--- src/rtl/fcui_pkg.sv ---
package fcui_pkg;

  localparam logic [7:0] OP_BLK_SETUP   = 8'h20;
  localparam logic [7:0] OP_CHIP_SETUP  = 8'h30;
  localparam logic [7:0] OP_CONFIRM     = 8'hD0;
  localparam logic [7:0] OP_CLEAR       = 8'h50;
  localparam logic [7:0] OP_READ_ARRAY  = 8'hFF;
  localparam logic [7:0] OP_READ_STATUS = 8'h70;

  // status byte field positions
  localparam int SB_READY = 7;
  localparam int SB_ERASE = 5;
  localparam int SB_SEQ   = 4;
  localparam int SB_VOLT  = 3;
  localparam int SB_LOCK  = 1;

  typedef enum logic [2:0] {
    CMD_NONE,
    CMD_BLK_SETUP,
    CMD_CHIP_SETUP,
    CMD_CONFIRM,
    CMD_CLEAR,
    CMD_RD_ARRAY,
    CMD_RD_STATUS,
    CMD_OTHER
  } cmd_e;

  typedef enum logic [2:0] {
    SQ_IDLE,
    SQ_SETUP_BLK,
    SQ_SETUP_CHIP,
    SQ_PICK,
    SQ_ERASE
  } seq_e;

  function automatic cmd_e decode_op(input logic valid, input logic [7:0] op);
    if (!valid) return CMD_NONE;
    case (op)
      OP_BLK_SETUP:   return CMD_BLK_SETUP;
      OP_CHIP_SETUP:  return CMD_CHIP_SETUP;
      OP_CONFIRM:     return CMD_CONFIRM;
      OP_CLEAR:       return CMD_CLEAR;
      OP_READ_ARRAY:  return CMD_RD_ARRAY;
      OP_READ_STATUS: return CMD_RD_STATUS;
      default:        return CMD_OTHER;
    endcase
  endfunction

  // a block may be erased when unlocked and, for boot blocks, the pin permits it
  function automatic logic erase_permitted(input logic locked, input logic boot,
                                           input logic wp_high);
    return !locked && (!boot || wp_high);
  endfunction

endpackage

--- src/rtl/fcui_decoder.sv ---
module fcui_decoder
  import fcui_pkg::*;
(
  input  logic       wr_en,
  input  logic [7:0] wr_data,
  output cmd_e       cmd
);

  always_comb cmd = decode_op(wr_en, wr_data);

endmodule

--- src/rtl/fcui_sequencer.sv ---
module fcui_sequencer
  import fcui_pkg::*;
#(
  parameter int NUM_BLOCKS   = 8,
  parameter int BLK_BITS     = 3,
  parameter int BOOT_BLOCKS  = 2,
  parameter int ERASE_CYCLES = 12
) (
  input  logic                  clk,
  input  logic                  rst_n,
  input  cmd_e                  cmd,
  input  logic [BLK_BITS-1:0]   confirm_blk,
  input  logic                  vpp_ok,
  input  logic                  wp_n,
  input  logic [NUM_BLOCKS-1:0] lock,
  output logic                  busy,
  output logic                  fire,
  output logic [BLK_BITS-1:0]   idx,
  output logic                  chip_mode,
  output logic                  ev_seq,
  output logic                  ev_volt,
  output logic                  ev_lock,
  output logic                  ev_clear,
  output logic                  to_status,
  output logic                  to_array
);

  localparam int CW = (ERASE_CYCLES > 1) ? $clog2(ERASE_CYCLES) : 1;
  localparam logic [CW-1:0] CNT_LAST = CW'(ERASE_CYCLES - 1);
  localparam logic [BLK_BITS-1:0] TOP_BLK = BLK_BITS'(NUM_BLOCKS - 1);

  seq_e                st, st_n;
  logic [CW-1:0]       cnt, cnt_n;
  logic [BLK_BITS-1:0] idx_n;
  logic                chip_n;

  function automatic logic is_boot(input logic [BLK_BITS-1:0] b);
    return int'(b) < BOOT_BLOCKS;
  endfunction

  logic confirm_ok, pick_ok;
  assign confirm_ok = erase_permitted(lock[confirm_blk], is_boot(confirm_blk), wp_n);
  assign pick_ok    = erase_permitted(lock[idx], is_boot(idx), wp_n);

  always_comb begin
    st_n      = st;
    cnt_n     = cnt;
    idx_n     = idx;
    chip_n    = chip_mode;
    ev_seq    = 1'b0;
    ev_volt   = 1'b0;
    ev_lock   = 1'b0;
    ev_clear  = 1'b0;
    to_status = 1'b0;
    to_array  = 1'b0;
    unique case (st)
      SQ_IDLE: begin
        case (cmd)
          CMD_BLK_SETUP:  begin st_n = SQ_SETUP_BLK;  to_status = 1'b1; end
          CMD_CHIP_SETUP: begin st_n = SQ_SETUP_CHIP; to_status = 1'b1; end
          CMD_CLEAR:      ev_clear = 1'b1;
          CMD_RD_ARRAY:   to_array = 1'b1;
          CMD_RD_STATUS:  to_status = 1'b1;
          default: ;
        endcase
      end
      SQ_SETUP_BLK, SQ_SETUP_CHIP: begin
        if (cmd != CMD_NONE) begin
          to_status = 1'b1;
          st_n      = SQ_IDLE;
          if (cmd != CMD_CONFIRM) begin
            ev_seq = 1'b1;
          end else if (st == SQ_SETUP_CHIP) begin
            chip_n = 1'b1;
            idx_n  = '0;
            st_n   = SQ_PICK;
          end else begin
            chip_n = 1'b0;
            idx_n  = confirm_blk;
            if (!vpp_ok) begin
              ev_volt = 1'b1;
            end else if (!confirm_ok) begin
              ev_lock = 1'b1;
            end else begin
              st_n  = SQ_ERASE;
              cnt_n = CNT_LAST;
            end
          end
        end
      end
      SQ_PICK: begin
        if (!vpp_ok) begin
          ev_volt = 1'b1;
          st_n    = SQ_IDLE;
        end else if (!pick_ok) begin
          if (idx == TOP_BLK) st_n = SQ_IDLE;
          else                idx_n = idx + 1'b1;
        end else begin
          st_n  = SQ_ERASE;
          cnt_n = CNT_LAST;
        end
      end
      SQ_ERASE: begin
        if (cnt == '0) begin
          if (chip_mode && idx != TOP_BLK) begin
            idx_n = idx + 1'b1;
            st_n  = SQ_PICK;
          end else begin
            st_n = SQ_IDLE;
          end
        end else begin
          cnt_n = cnt - 1'b1;
        end
      end
      default: st_n = SQ_IDLE;
    endcase
  end

  always_ff @(posedge clk or negedge rst_n) begin
    if (!rst_n) begin
      st        <= SQ_IDLE;
      cnt       <= '0;
      idx       <= '0;
      chip_mode <= 1'b0;
    end else begin
      st        <= st_n;
      cnt       <= cnt_n;
      idx       <= idx_n;
      chip_mode <= chip_n;
    end
  end

  assign busy = (st == SQ_PICK) || (st == SQ_ERASE);
  assign fire = (st == SQ_ERASE) && (cnt == '0);

endmodule

--- src/rtl/fcui_status.sv ---
module fcui_status
  import fcui_pkg::*;
(
  input  logic       clk,
  input  logic       rst_n,
  input  logic       busy,
  input  logic       ev_seq,
  input  logic       ev_volt,
  input  logic       ev_lock,
  input  logic       ev_clear,
  output logic [7:0] sr
);

  localparam int NFLAGS = 4;

  logic [NFLAGS-1:0] flag_set;
  logic [NFLAGS-1:0] flag_q;

  // order: lock, volt, seq, erase
  assign flag_set = {ev_seq | ev_volt | ev_lock, ev_seq, ev_volt, ev_lock};

  for (genvar i = 0; i < NFLAGS; i++) begin : g_flag
    always_ff @(posedge clk or negedge rst_n) begin
      if (!rst_n)           flag_q[i] <= 1'b0;
      else if (flag_set[i]) flag_q[i] <= 1'b1;
      else if (ev_clear)    flag_q[i] <= 1'b0;
    end
  end

  always_comb begin
    sr           = '0;
    sr[SB_READY] = ~busy;
    sr[SB_ERASE] = flag_q[3];
    sr[SB_SEQ]   = flag_q[2];
    sr[SB_VOLT]  = flag_q[1];
    sr[SB_LOCK]  = flag_q[0];
  end

endmodule

--- src/rtl/flash_cmd_ctrl.sv ---
module flash_cmd_ctrl
  import fcui_pkg::*;
#(
  parameter int BLK_BITS     = 3,
  parameter int OFFSET_BITS  = 4,
  parameter int BOOT_BLOCKS  = 2,
  parameter int ERASE_CYCLES = 12,
  localparam int NUM_BLOCKS  = 1 << BLK_BITS,
  localparam int ADDR_W      = BLK_BITS + OFFSET_BITS
) (
  input  logic                  clk,
  input  logic                  rst_n,
  input  logic                  wr_en,
  input  logic [ADDR_W-1:0]     wr_addr,
  input  logic [7:0]            wr_data,
  input  logic                  vpp_ok,
  input  logic                  wp_n,
  input  logic [NUM_BLOCKS-1:0] lock,
  input  logic [7:0]            array_rdata,
  output logic [7:0]            rd_data,
  output logic                  rd_status,
  output logic                  ready,
  output logic                  erase_fire,
  output logic [BLK_BITS-1:0]   erase_blk
);

  cmd_e                cmd;
  logic [BLK_BITS-1:0] confirm_blk;
  logic                busy, chip_mode;
  logic                ev_seq, ev_volt, ev_lock, ev_clear;
  logic                to_status, to_array;
  logic [7:0]          sr;
  logic                mode_q;

  assign confirm_blk = BLK_BITS'(wr_addr >> OFFSET_BITS);

  fcui_decoder u_dec (
    .wr_en   (wr_en),
    .wr_data (wr_data),
    .cmd     (cmd)
  );

  fcui_sequencer #(
    .NUM_BLOCKS   (NUM_BLOCKS),
    .BLK_BITS     (BLK_BITS),
    .BOOT_BLOCKS  (BOOT_BLOCKS),
    .ERASE_CYCLES (ERASE_CYCLES)
  ) u_seq (
    .clk         (clk),
    .rst_n       (rst_n),
    .cmd         (cmd),
    .confirm_blk (confirm_blk),
    .vpp_ok      (vpp_ok),
    .wp_n        (wp_n),
    .lock        (lock),
    .busy        (busy),
    .fire        (erase_fire),
    .idx         (erase_blk),
    .chip_mode   (chip_mode),
    .ev_seq      (ev_seq),
    .ev_volt     (ev_volt),
    .ev_lock     (ev_lock),
    .ev_clear    (ev_clear),
    .to_status   (to_status),
    .to_array    (to_array)
  );

  fcui_status u_sr (
    .clk      (clk),
    .rst_n    (rst_n),
    .busy     (busy),
    .ev_seq   (ev_seq),
    .ev_volt  (ev_volt),
    .ev_lock  (ev_lock),
    .ev_clear (ev_clear),
    .sr       (sr)
  );

  always_ff @(posedge clk or negedge rst_n) begin
    if (!rst_n)         mode_q <= 1'b0;
    else if (to_status) mode_q <= 1'b1;
    else if (to_array)  mode_q <= 1'b0;
  end

  assign ready     = ~busy;
  assign rd_status = busy | mode_q;
  assign rd_data   = rd_status ? sr : array_rdata;

endmodule

--- config.mk ---
export PLATFORM = sky130hd
export DESIGN_NAME = flash_cmd_ctrl
export DESIGN_NICKNAME = d
export VERILOG_FILES = /design/src/rtl/fcui_pkg.sv /design/src/rtl/fcui_decoder.sv /design/src/rtl/fcui_sequencer.sv /design/src/rtl/fcui_status.sv /design/src/rtl/flash_cmd_ctrl.sv
export SDC_FILE = /design/constraint.sdc
export NUM_CORES = 1
export LEC_CHECK = 0
export ABC_CLOCK_PERIOD_IN_PS = 2350
export BUFFER_PORTS_ARGS = -buffer_cell sky130_fd_sc_hd__buf_2
export CORE_MARGIN = 2
export CORE_UTILIZATION = 25
export CTS_BUF_LIST = sky130_fd_sc_hd__clkbuf_2 sky130_fd_sc_hd__clkbuf_4 sky130_fd_sc_hd__clkbuf_8
export DETAILED_ROUTE_END_ITERATION = 16
export GPL_ROUTABILITY_DRIVEN = 0
export MAX_ROUTING_LAYER = met4
export PLACE_DENSITY = 0.53
export SYNTH_ARGS = -nofsm -noshare
export SYNTH_HDL_FRONTEND = slang
export SYNTH_SLANG_ARGS = --single-unit
export TNS_END_PERCENT = 20
--- constraint.sdc ---
create_clock -name clk -period 2.35 [get_ports clk]
set_clock_uncertainty 0.1 [all_clocks]
set_input_delay 0.5875 -clock clk [delete_from_list [all_inputs] [get_ports clk]]
set_output_delay 0.5875 -clock clk [all_outputs]
set_load 0.05 [all_outputs]
* Word-level counts from Yosys, hierarchy flattened *
Index checks and enable logic that the tools add are counted.
Widths: inputs -> output; s select.

storage, ports and cells
  word-level logic and storage cells = 144
  memories = 0
  ROM bits = 0
  latch bits = 0
  memory bits (writable) = 0
  flip-flop bits (word level) = 16
  output and inout bits = 14

cells by class
  order comparisons = 4
  shifts and indexed selects = 0
  multipliers = 0
  eq/ne operators = 32
  multiplexer cells = 66
  reduce and logical (&&, ||, !) cells = 26
  divide/modulo/power cells = 0
  bitwise operators = 5
  add/subtract/negate cells = 2

operators by type and width
  kind                count
  $mux 3              18
  $mux 4              8
  $mux 1              29
  $pmux 3 s6          1
  $eq 8x6->1 const B  2
  $eq 8x7->1 const B  2
  $eq 8x8->1 const B  2
  $eq 3x3->1 const B  5
  $ne 2x2->1 const B  7
  $pmux 3 s4          1
  $pmux 4 s3          1
  $ne 2x1->1 const B  5
  $reduce_bool 2->1   5
  $eq 3x2->1 const B  3
  $pmux 3 s3          1
  $reduce_and 9->1    1
  $lt 3x4->1 const B  2
  $mux 8              1
  $reduce_and 8->1    1
  $bmux 1 s3          2
  $eq 3x1->1 const B  2
  $lt 3x2->1 const B  2
  $ne 3x3->1 const B  2
  $pmux 3 s2          1
  other kinds (18)    31

* Depth between registers and ports, before layout *
Gate-level depths: netlist of run 1.

  word-level depth = 12
  depth in mapped cells = 8
  mapped depth without buffers = 7

* Hierarchy *
From an unflattened synthesis of run 1, not the netlist that was laid out.

unflattened totals
  cell total of the unflattened synthesis = 172
  area total of the unflattened synthesis = 1495.2 sq um

modules (own cells, without submodules)
  module          area an instance (sq um)  instances  sequential area each (sq um)  cells each
  fcui_sequencer  1083.5                    1          275.3                         131
  fcui_status     171.4                     1          100.1                         14
  flash_cmd_ctrl  146.4                     1          25.0                          14
  fcui_decoder    93.8                      1          0.0                           13

* Worst setup path before layout of run 1 *
Ideal clock, no wire load.

  kind = register -> register
  start = reg u_seq.idx[0]
  end = reg u_seq.cnt[2]
  slack = -0.518 ns
  data required time = 2.124 ns
  cell stages (with the launch flop) = 8
  setup time = 0.126 ns
  arrival time = 2.642 ns
  cell sequence = dfrtp_1 buf_6 mux4_2 and2_4 o21ba_1 or4_1 buf_2 a221o_1

between the ends
  word-level cells in the longest chain between the ends = 6
  elaborated cells on any way between the ends = 9

RTL lines
  element                                                                 line                                        source
  start, declared                                                         fcui_sequencer.sv:18                        output logic [BLK_BITS-1:0] idx,
  start signal, assigned                                                  fcui_sequencer.sv:128                       idx <= idx_n;
  $bmux 1 s3 / $lt 3x2->1 (equally long branches)                         fcui_sequencer.sv:43, fcui_sequencer.sv:38
  $mux 1 (implied by the code) / $logic_not 1->1 (equally long branches)  fcui_sequencer.sv:43, fcui_pkg.sv:52
  $logic_not 1->1 / $logic_or 1x1->1 (equally long branches)              fcui_pkg.sv:52                              return !locked && (!boot || wp_high);
  $logic_and 1x1->1 *                                                     fcui_pkg.sv:52
  $ne 2x1->1 (no source line) *                                           --
  $reduce_and 9->1 (no source line) *                                     --
  end signal, assigned                                                    fcui_sequencer.sv:127                       cnt <= cnt_n;
  end, declared                                                           fcui_sequencer.sv:33                        logic [CW-1:0] cnt, cnt_n;

Mark *: on every way between the ends. The rest lies on a longest branch, timed or not. The select of a mux whose other input is x is not followed.
A chain may end at the register's enable or synchronous reset.

* Worst setup path after layout of run 1 *
  start = reg u_seq.st[1]
  end = out rd_data[5]

between the ends
  word-level cells in the longest chain between the ends = 4
  elaborated cells on any way between the ends = 5

RTL lines
  element                                          line                   source
  start, declared                                  fcui_sequencer.sv:32   seq_e st, st_n;
  start signal, assigned                           fcui_sequencer.sv:126  st <= st_n;
  $eq 3x2->1 / $eq 3x3->1 (equally long branches)  fcui_sequencer.sv:133  assign busy = (st == SQ_PICK) || (st == SQ_ERASE);
  $logic_or 1x1->1 *                               fcui_sequencer.sv:133
  $or 1x1->1 *                                     flash_cmd_ctrl.sv:86   assign rd_status = busy | mode_q;
  $mux 8 *                                         flash_cmd_ctrl.sv:87   assign rd_data = rd_status ? sr : array_rdata;
  end, declared                                    flash_cmd_ctrl.sv:20   output logic [7:0] rd_data,

Mark *: on every way between the ends. The rest lies on a longest branch, timed or not.

==> results.toml, run 1 <==
[final_layout]
fin_cells = 321
nNetsFinal = 287
area_growth_syn_to_layout_pct = 47.5
utilization = 0.377
final_layout_size_suffix_gt1_frac = 0.472
antenna_cells = 0

[grt]
grt_usage = 0.132
grt_pass1_wl_um = 6690
grt_pass1_vias = 1497
grt_max_degree = 17
antenna_found_initial = 0
overflow = 0

[timing]
hold_viol = 0
post-route-min-period_ps = 2350
hold_slack_ps = 154
slew_headroom = 0.742
rsz0062_at_grt = "true"
worst_pin_slew_ps = 387
fin_crit_sh = 1.00
drv_slew = 0
fmax_mhz = 426
setup_slack_ps = 0.380
setup_viol = 0

[yosys]
synth_edf_count = 0
synth.distinct_cells = 55
synth_compound_gate_area_share = 0.222
synth_area_per_cell_um2 = 8.90
yosysWarningCount = 0
synth_nets = 208
ys_ff_latch = 16
netlist_area_um2 = 1500
synth_top_family_by_area = "simple AND/OR/NAND/NOR gates"
yosys.area.top_type = "dfrtp_1"
synth_mux_area_frac = 0.151
synth_xor_area_frac = 0.0117
synth-simple-area-share = 0.245
ys.flop_type = "dfrtp_1"
netlist_top_cells_area = "dfrtp_1, mux2_2, mux2i_1"
ys_seq_area_frac = 0.268
ys_async_sr_fraction = 1.00
synth_top_area_frac = 0.268
postSynthCellCount = 168
synth_adder_area_share = 0.0335

[routing]
drt-initial-drc-count = 49
first_pass_iters = 4
via_count = 1571
routed_via_density = 4.89
drt_wl_total_um = 4160
routedWlPerCell_um = 12.9
drc_errors = 0
postRouteAntennaNets = 0

[worst_hold_path]
hold_path.class = "in -> async"

[place]
place_hpwl_um = 3460
port_buffers = 45
dp.cells = 316
dp_slack_ps = -302

[pwr]
leakagePower_nw = 1.03
powerDensity_nw_per_um2 = 540
power_mw = 1.19
irDropWorstVdd_uv = 246

[critical_path]
cp_max_fo = 8
reg2reg_to = "u_seq.cnt[2]"
critical_path_class = "reg -> out"
worstReg2RegStart = "u_seq.st[1]"
crit_chain = "or3b_4, nand2_4, nor2_4, mux2_2, buf_6"
reg2reg_depth = 6
worst_ep_arrival_time_ps = 1660
start_kind = "register"
crit_path_max_incr_delay_ps = 420
crit_slowest_cell = "dfrtp_1"
end_kind = "primary output"
rrSetupSlack_ps = 100
required_ps = 1660

[flow_run]
max-cap-violations = 0

[cts]
cts_tree = "yes"
cts_buffers = 3
clk_latency_ps = 250
cts_root_buf = "clkbuf_8"
postCtsHoldBufs = 0
h-tree-depth = 1
clk_pin_slew_ps = 70
clockBufferDepth = 2
cts_sinks = 16

[die]
io_pins = 50
start_util = 0.256
coreArea_um2 = 5850
std_cell_rows = 28
die_w_um = 81.3
die_y_um = 81.3
die-area_um2 = 6620

[outcome]
status = "finished clean"
## layer usage
metal,vias to the layer above,GRT usage,wire [um]
li1,799,-,-
met1,747,0.162,1940
met2,21,0.228,2070
met3,4,0.0122,86
met4,0,0.0424,59
met5,-,-,0
## sequential cells by signal, summed over array words and instances (netlist names)
| signal | count |
|---|---|
| u_seq.cnt | 4 |
| u_sr.sr | 4 |
| u_seq.idx | 3 |
| u_seq.st | 3 |
| mode_q | 1 |
| u_seq.chip_mode | 1 |
## layout make-up
class	count	area (um^2)
fillers	619	3640
multi-input cells	131	1070
repair buffers	82	538
flip-flops and latches	16	402
well taps	75	93.8
clock buffers	4	48.8
inverters	13	48.8
## worst max path at each step
stage                startpoint            to  slack (ps)  depth (start not counted)
finish              u_seq.st[1]    rd_data[5]         0.4                          5
global route        u_seq.st[2]    rd_data[4]         -50                          5
CTS                 u_seq.st[0]    rd_data[5]           3                          5
detailed placement   wr_data[0]  u_seq.cnt[2]        -300                          6
global placement     wr_data[0]  u_seq.cnt[2]        -300                          6
floorplan            wr_data[0]  u_seq.cnt[2]        -250                          7
## report_power, final
| part | internal, mW | leakage [nW] | switching, mW | total, mW |
|---|---|---|---|---|
| sequential | 0.315 | 0.190 | 0.0347 | 0.349 |
| combinational | 0.276 | 0.810 | 0.337 | 0.613 |
| clock | 0.132 | 0.0262 | 0.0968 | 0.228 |
| total | 0.722 | 1.03 | 0.469 | 1.19 |
## kinds of logic (layout without fill, tap and decap cells)
family | count (synthesis) | after routing
AND/OR/NAND/NOR | 62 | 62
adder cells (fa/ha/maj) | 4 | 4
multiplexers | 19 | 19
AO/OA/AOI/OAI | 44 | 44
buffers and inverters | 21 | 99
flip-flops | 16 | 16
XOR/XNOR | 2 | 2
## stage by stage
step	area [um^2]	TNS, ps
floorplan	1510	-717
global placement	2050	-2740
detailed placement	2050	-3250
CTS	2160	0
global route	2210	-201
finish	2210	0
## synth_stat cells (4+ instances only)
cell	number
inv_1	13
mux2_2	9
clkbuf_1	4
nor3_1	7
a221oi_1	4
nor2b_1	4
and2_1	5
dfrtp_1	16
ha_1	4
nor2_1	5
mux2i_1	8
o21ai_0	7
nand2_1	11
nand3_1	4
## placed cells by master, fill, tap and decap left out, types with 3 or more instances in the layout
| cell type | instances |
|---|---|
| nor2b_1 | 3 |
| nand3b_1 | 3 |
| a21o_1 | 3 |
| nand3_1 | 4 |
| buf_6 | 6 |
| dfrtp_1 | 15 |
| ha_1 | 4 |
| nor3_1 | 6 |
| nor2_1 | 3 |
| inv_1 | 13 |
| a21oi_1 | 3 |
| o21ai_0 | 6 |
| mux2_2 | 9 |
| mux2i_1 | 8 |
| buf_2 | 40 |
| nand2_1 | 10 |
| and2_1 | 5 |
| clkbuf_8 | 3 |
| buf_4 | 36 |
| o22ai_1 | 3 |
## critical path, delay by kind of cell, from the launching register on
kind | cells | cell delay (ps)
mux | 1 | 280
flops | 1 | 420
buf+inv | 1 | 150
simple gates | 3 | 560
## repair_timing
item                                    4_1_cts  5_1_grt
resized for setup                            16       12
endpoints found under the setup margin       13       13
buffers inserted                              1        0
pin swaps                                     1        1
No activity file was read; power rests on OpenSTA's default activity.
==> run 2: changes to the inputs <==
--- a/config.mk
+++ b/config.mk
@@ -13,8 +13,9 @@
 export DETAILED_ROUTE_END_ITERATION = 16
 export GPL_ROUTABILITY_DRIVEN = 0
 export MAX_ROUTING_LAYER = met4
-export PLACE_DENSITY = 0.53
+export PLACE_DENSITY_LB_ADDON = 0.05
 export SYNTH_ARGS = -nofsm -noshare
 export SYNTH_HDL_FRONTEND = slang
+export SYNTH_HIERARCHICAL = 1
 export SYNTH_SLANG_ARGS = --single-unit
 export TNS_END_PERCENT = 20
==> run 2 against run 1 <==
  * The run now ends with negative setup slack left
  * Maximum frequency down 3.5%
  * Combinational power up 140%
  * Area after synthesis unchanged
  * Critical endpoint is now u_seq/cnt[1]
==> results.toml, run 2 <==
[outcome]
status = "complete, but fails checks"
violations = "negative setup slack"

[critical_path]
required_ps = 2380
cp_max_fo = 3
crit_path_max_incr_delay_ps = 300
crit_chain = "buf_8, nor4_4, nand2b_1, o31ai_2, a31oi_2, and3b_2, buf_6, o21ai_4, o22ai_2, nand3_2, mux2_4"
worst_ep_arrival_time_ps = 2460
crit_slowest_cell = "mux2_4"
critical_path_class = "in -> reg"
cp_num_buf_inv = 2
path_delay_family = "simple AND/OR/NAND/NOR gates"
end_kind = "register"
start_kind = "input port"

[yosys]
yosys.area.top_type = "dfrtp_1"
synth_mux_area_frac = 0.177
synth-simple-area-share = 0.207
ys_ff_latch = 16
ys_seq_area_frac = 0.268
ys.flop_type = "dfrtp_1"
yosys-top-cells-count = "dfrtp_1, nand2_1, nor2_1"
postSynthCellCount = 172
yosysWarningCount = 6
synth_area_per_cell_um2 = 8.69
synth_top_family_by_area = "compound AO/OA/AOI/OAI gates"
netlist_top_cells_area = "dfrtp_1, mux2_2, mux2i_1"
synth_top_area_frac = 0.268
synth_xor_area_frac = 0.0117
netlist_area_um2 = 1500
yosysMostFrequentCell = "dfrtp_1"
synth_adder_area_share = 0.0335
synth.distinct_cells = 50
ys_async_sr_fraction = 1.00
synth_compound_gate_area_share = 0.223
synth_edf_count = 0

[die]
die_y_um = 81.3
die_w_um = 81.3
coreArea_um2 = 5850
io_pins = 50
die-area_um2 = 6620
std_cell_rows = 28
start_util = 0.256

[routing]
drc_errors = 0
via_count = 1523
drt_wl_total_um = 4270
drt-initial-drc-count = 43
routedWlPerCell_um = 13.5
postRouteAntennaNets = 0
routed_via_density = 4.82
first_pass_iters = 4

[place]
dp_slack_ps = -355
port_buffers = 45
place_hpwl_um = 3330

[grt]
grt_pass1_wl_um = 6790
antenna_found_initial = 0
grt_pass1_vias = 1530
grt_usage = 0.136
overflow = 0
grt_max_degree = 17

[final_layout]
ff_latch_area_um2 = 400
antenna_cells = 0
layout_commonest_cell = "buf_2"
layout_common_cells = "buf_2, buf_4, dfrtp_1, nand2_1, nor2_1"
fillCellCount = 595
multi_input_area_um2 = 1080
area_growth_syn_to_layout_pct = 44.7
nNetsFinal = 283
final_layout_size_suffix_gt1_frac = 0.494

[worst_hold_path]
hold_path.class = "in -> async"

[timing]
setup_slack_ps = -84.9
drv_slew = 0
worst_pin_slew_ps = 549
rsz0062_at_grt = "true"
fin_crit_sh = 1.04
slew_headroom = 0.633
fmax_mhz = 411
setup_viol = 5
post-route-min-period_ps = 2430
hold_viol = 0

[cts]
cts_root_buf = "clkbuf_8"
cts_sinks = 16
cts_buffers = 3
postCtsHoldBufs = 0
clockBufferDepth = 2
cts_tree = "yes"
h-tree-depth = 1
clk_pin_slew_ps = 60
clk_latency_ps = 240

[pwr]
leakagePower_nw = 0.975
irDropWorstVdd_uv = 421
power_mw = 2.16
powerDensity_nw_per_um2 = 1000

[flow_run]
max-cap-violations = 0
-- run 2: cell types whose count changed in the layout (fill, tap and decap cells not counted), sizes merged, moves of 4 or more --
cell	change
nor3	-4
nor2	+11
buf	-8
mux2	+4
nand2	+4
a21oi	+6
-- run 2: layout make-up --
| class | instances | share of cell area |
|---|---|---|
| multi-input combinational | 136 | 0.499 |
| timing repair buffer | 74 | 0.233 |
| sequential | 16 | 0.185 |
| tap | 75 | 0.0434 |
| inverter | 12 | 0.0208 |
| clock buffer | 3 | 0.0191 |
-- run 2: where the power goes --
part | total, mW | leakage, nW | internal [mW] | switching, mW
logic | 1.45 | 0.769 | 0.630 | 0.819
registers | 0.517 | 0.184 | 0.382 | 0.134
clock network | 0.200 | 0.0216 | 0.113 | 0.0864
-- run 2: metrics by stage --
| stage | hold slack [ps] | util | setup TNS (ps) | area, um^2 | std cells |
|---|---|---|---|---|---|
| after detailed placement | 375 | 0.336 | -3920 | 1970 | 310 |
| after global routing | 192 | 0.370 | -1340 | 2160 | 316 |
| after floorplan | 192 | - | -989 | 1520 | 174 |
| final | 175 | 0.370 | -245 | 2160 | 316 |
| after global placement | 369 | 0.336 | -3430 | 1970 | 310 |
| after CTS | 182 | 0.359 | -89.1 | 2100 | 315 |
-- run 2: metal layers --
| metal | global-route usage | wire length [um] | vias up |
|---|---|---|---|
| met5 | - | 0 | - |
| li1 | - | - | 761 |
| met3 | 0.0311 | 199 | 4 |
| met4 | 0.0288 | 40 | 0 |
| met1 | 0.157 | 1930 | 724 |
| met2 | 0.240 | 2110 | 34 |
-- run 2: logic make-up after synthesis --
kind of cell,count (synthesis)
other,1
flip-flops,16
adder cells (fa/ha/maj),4
buffers and inverters,23
XOR/XNOR,2
AND/OR/NAND/NOR,57
AO/OA/AOI/OAI,47
multiplexers,22
-- run 2: final timing paths --
| check | start | endpoint | slack (ps) | depth (start not counted) |
|---|---|---|---|---|
| worst max-delay path | wr_data[2] | u_seq/cnt[1] | -80 | 11 |
| worst min-delay path | rst_n | u_seq/idx[0] | 170 | 1 |
| worst max register to register | u_seq/st[2] | u_seq/idx[2] | 150 | 7 |
| worst min register to register | u_sr/sr[3] | u_sr/sr[3] | 380 | 1 |
| max in group asynchronous | rst_n | u_seq/st[0] | 1680 | 1 |
| min in group clk | u_sr/sr[3] | u_sr/sr[3] | 380 | 1 |
-- run 2: what timing repair did --
item | CTS | global route
gates cloned | 1 | 0
resized for setup | 23 | 11
pin swaps | 8 | 5
hold endpoints to repair | 0 | 0
setup buffers | 1 | 1
endpoints found under the setup margin | 16 | 23
==> run 3: changes to the inputs <==
==> constraint.sdc (replaced) <==
create_clock -name clk -period 2.35 [get_ports clk]
set_clock_uncertainty 0.1 [all_clocks]
set_input_delay 0.47 -clock clk [delete_from_list [all_inputs] [get_ports clk]]
set_output_delay 0.47 -clock clk [all_outputs]
set_load 0.05 [all_outputs]
==> run 3 against run 2 <==
  * The flow now finishes without violations
  * Critical path depth decreased by 6
  * Highest routed layer unchanged
  * Maximum frequency increased by 7.9%
  * Register-to-register slack about the same
  * Die area unchanged
  * Power decreased by 2.9%
  * Final cell count decreased by 1.9%
==> results.toml, run 3 (synthesized netlist as in run 2, its figures left out) <==
[final_layout]
nNetsFinal = 276
layout_commonest_cell = "buf_2"
utilization = 0.347
design_area_um2 = 2030
final_layout_size_suffix_gt1_frac = 0.464
fillCellCount = 608
layout_common_cells = "buf_2, buf_4, dfrtp_1, nand2_1, nor2_1"
area_growth_syn_to_layout_pct = 35.7
antenna_cells = 0

[cts]
cts_buffers = 3
cts_root_buf = "clkbuf_8"
clk_latency_ps = 250
cts_tree = "yes"
clockBufferDepth = 2
h-tree-depth = 1
clk_pin_slew_ps = 70
cts_sinks = 16

[pwr]
power_mw = 2.10
powerDensity_nw_per_um2 = 1040
irDropWorstVdd_uv = 483
leakagePower_nw = 0.915

[die]
std_cell_rows = 28
die_y_um = 81.3
die_w_um = 81.3
coreArea_um2 = 5850
die-area_um2 = 6620
start_util = 0.256
io_pins = 50

[timing]
setup_viol = 0
hold_slack_ps = 29.2
fin_crit_sh = 0.961
setup_slack_ps = 92.3
hold_viol = 0
post-route-min-period_ps = 2260
fmax_mhz = 443
drv_slew = 0
rsz0062_at_grt = "true"

[critical_path]
rrSetupSlack_ps = 160
critical_path_class = "reg -> out"
start_kind = "register"
cp_max_fo = 5
required_ps = 1780
end_kind = "primary output"
worst_ep_arrival_time_ps = 1690

[grt]
grt_pass1_vias = 1457
grt_max_degree = 17
grt_pass1_wl_um = 6580
antenna_found_initial = 0
grt_usage = 0.132
overflow = 0

[routing]
first_pass_iters = 4
drc_errors = 0
postRouteAntennaNets = 0
drt-initial-drc-count = 57
routedWlPerCell_um = 13.1
routed_via_density = 4.86
drt_wl_total_um = 4050
via_count = 1506

[outcome]
status = "finished clean"

[place]
dpl-instance-area_um2 = 1920
place_hpwl_um = 3300
port_buffers = 45
dp_slack_ps = -300

[flow_run]
max-cap-violations = 0

[worst_hold_path]
hold_path.class = "in -> async"
## run 3: changes by cell type in the layout (fill, tap and decap cells not counted), moves of 2 or more
cell     previous run  this run
buf_4              29        22
o21ai_2             2         4
buf_2              36        45
buf_6               8         0
## run 3: per-layer routing
layer,vias up,wire length [um],share of wire,track usage
met1,705,1770,0.44,0.150
li1,740,-,-,-
met2,59,1970,0.49,0.235
met3,2,277,0.068,0.0289
met5,-,0,0,-
met4,0,21,0.0052,0.0305
## run 3: stage by stage
stage	setup TNS (ps)	cells
2_1_floorplan	-227	174
4_1_cts	0	310
5_1_grt	-10.9	310
6_report	0	310
3_3_place_gp	-1650	305
3_5_place_dp	-2520	305
## run 3: timing repair
action                                  in CTS  in global routing
pin swaps                                    1                  6
cloned                                       1                  0
hold buffers                                 0                  0
endpoints found under the setup margin      13                 22
gates resized for setup                      4                 10
buffers inserted                             0                  1
## run 3: cell type report
class                   instances  area, um^2  area share
well taps                      75        93.8      0.0462
clock buffers                   4        55.1      0.0271
repair buffers                 67         390       0.192
inverters                      12        45.0      0.0222
multi-input cells             136        1040       0.514
flip-flops and latches         16         402       0.198
## run 3: critical path, stage by stage (launching register included)
cell and delay (ps):
dfrtp_1 420, nand2_1 190, o21ai_4 100, nor2_4 160
mux2_2 350, buf_2 210
## run 3: where the power goes
part	leakage [nW]	switching [mW]	internal (mW)
clock	0.0288	0.101	0.149
sequential	0.183	0.129	0.383
combinational	0.704	0.797	0.542
total	0.915	1.03	1.07
## run 3: path summary, 6_finish.rpt
path                              startpoint            to  cells past startpoint
worst max-delay path             u_seq/st[0]    rd_data[7]                      5
worst min-delay path                   rst_n        mode_q                      1
worst max register to register  u_seq/idx[0]  u_seq/cnt[3]                      6
worst min register to register    u_sr/sr[4]    u_sr/sr[4]                      1
max in group asynchronous              rst_n   u_seq/st[2]                      1
min in group clk                  u_sr/sr[4]    u_sr/sr[4]                      1
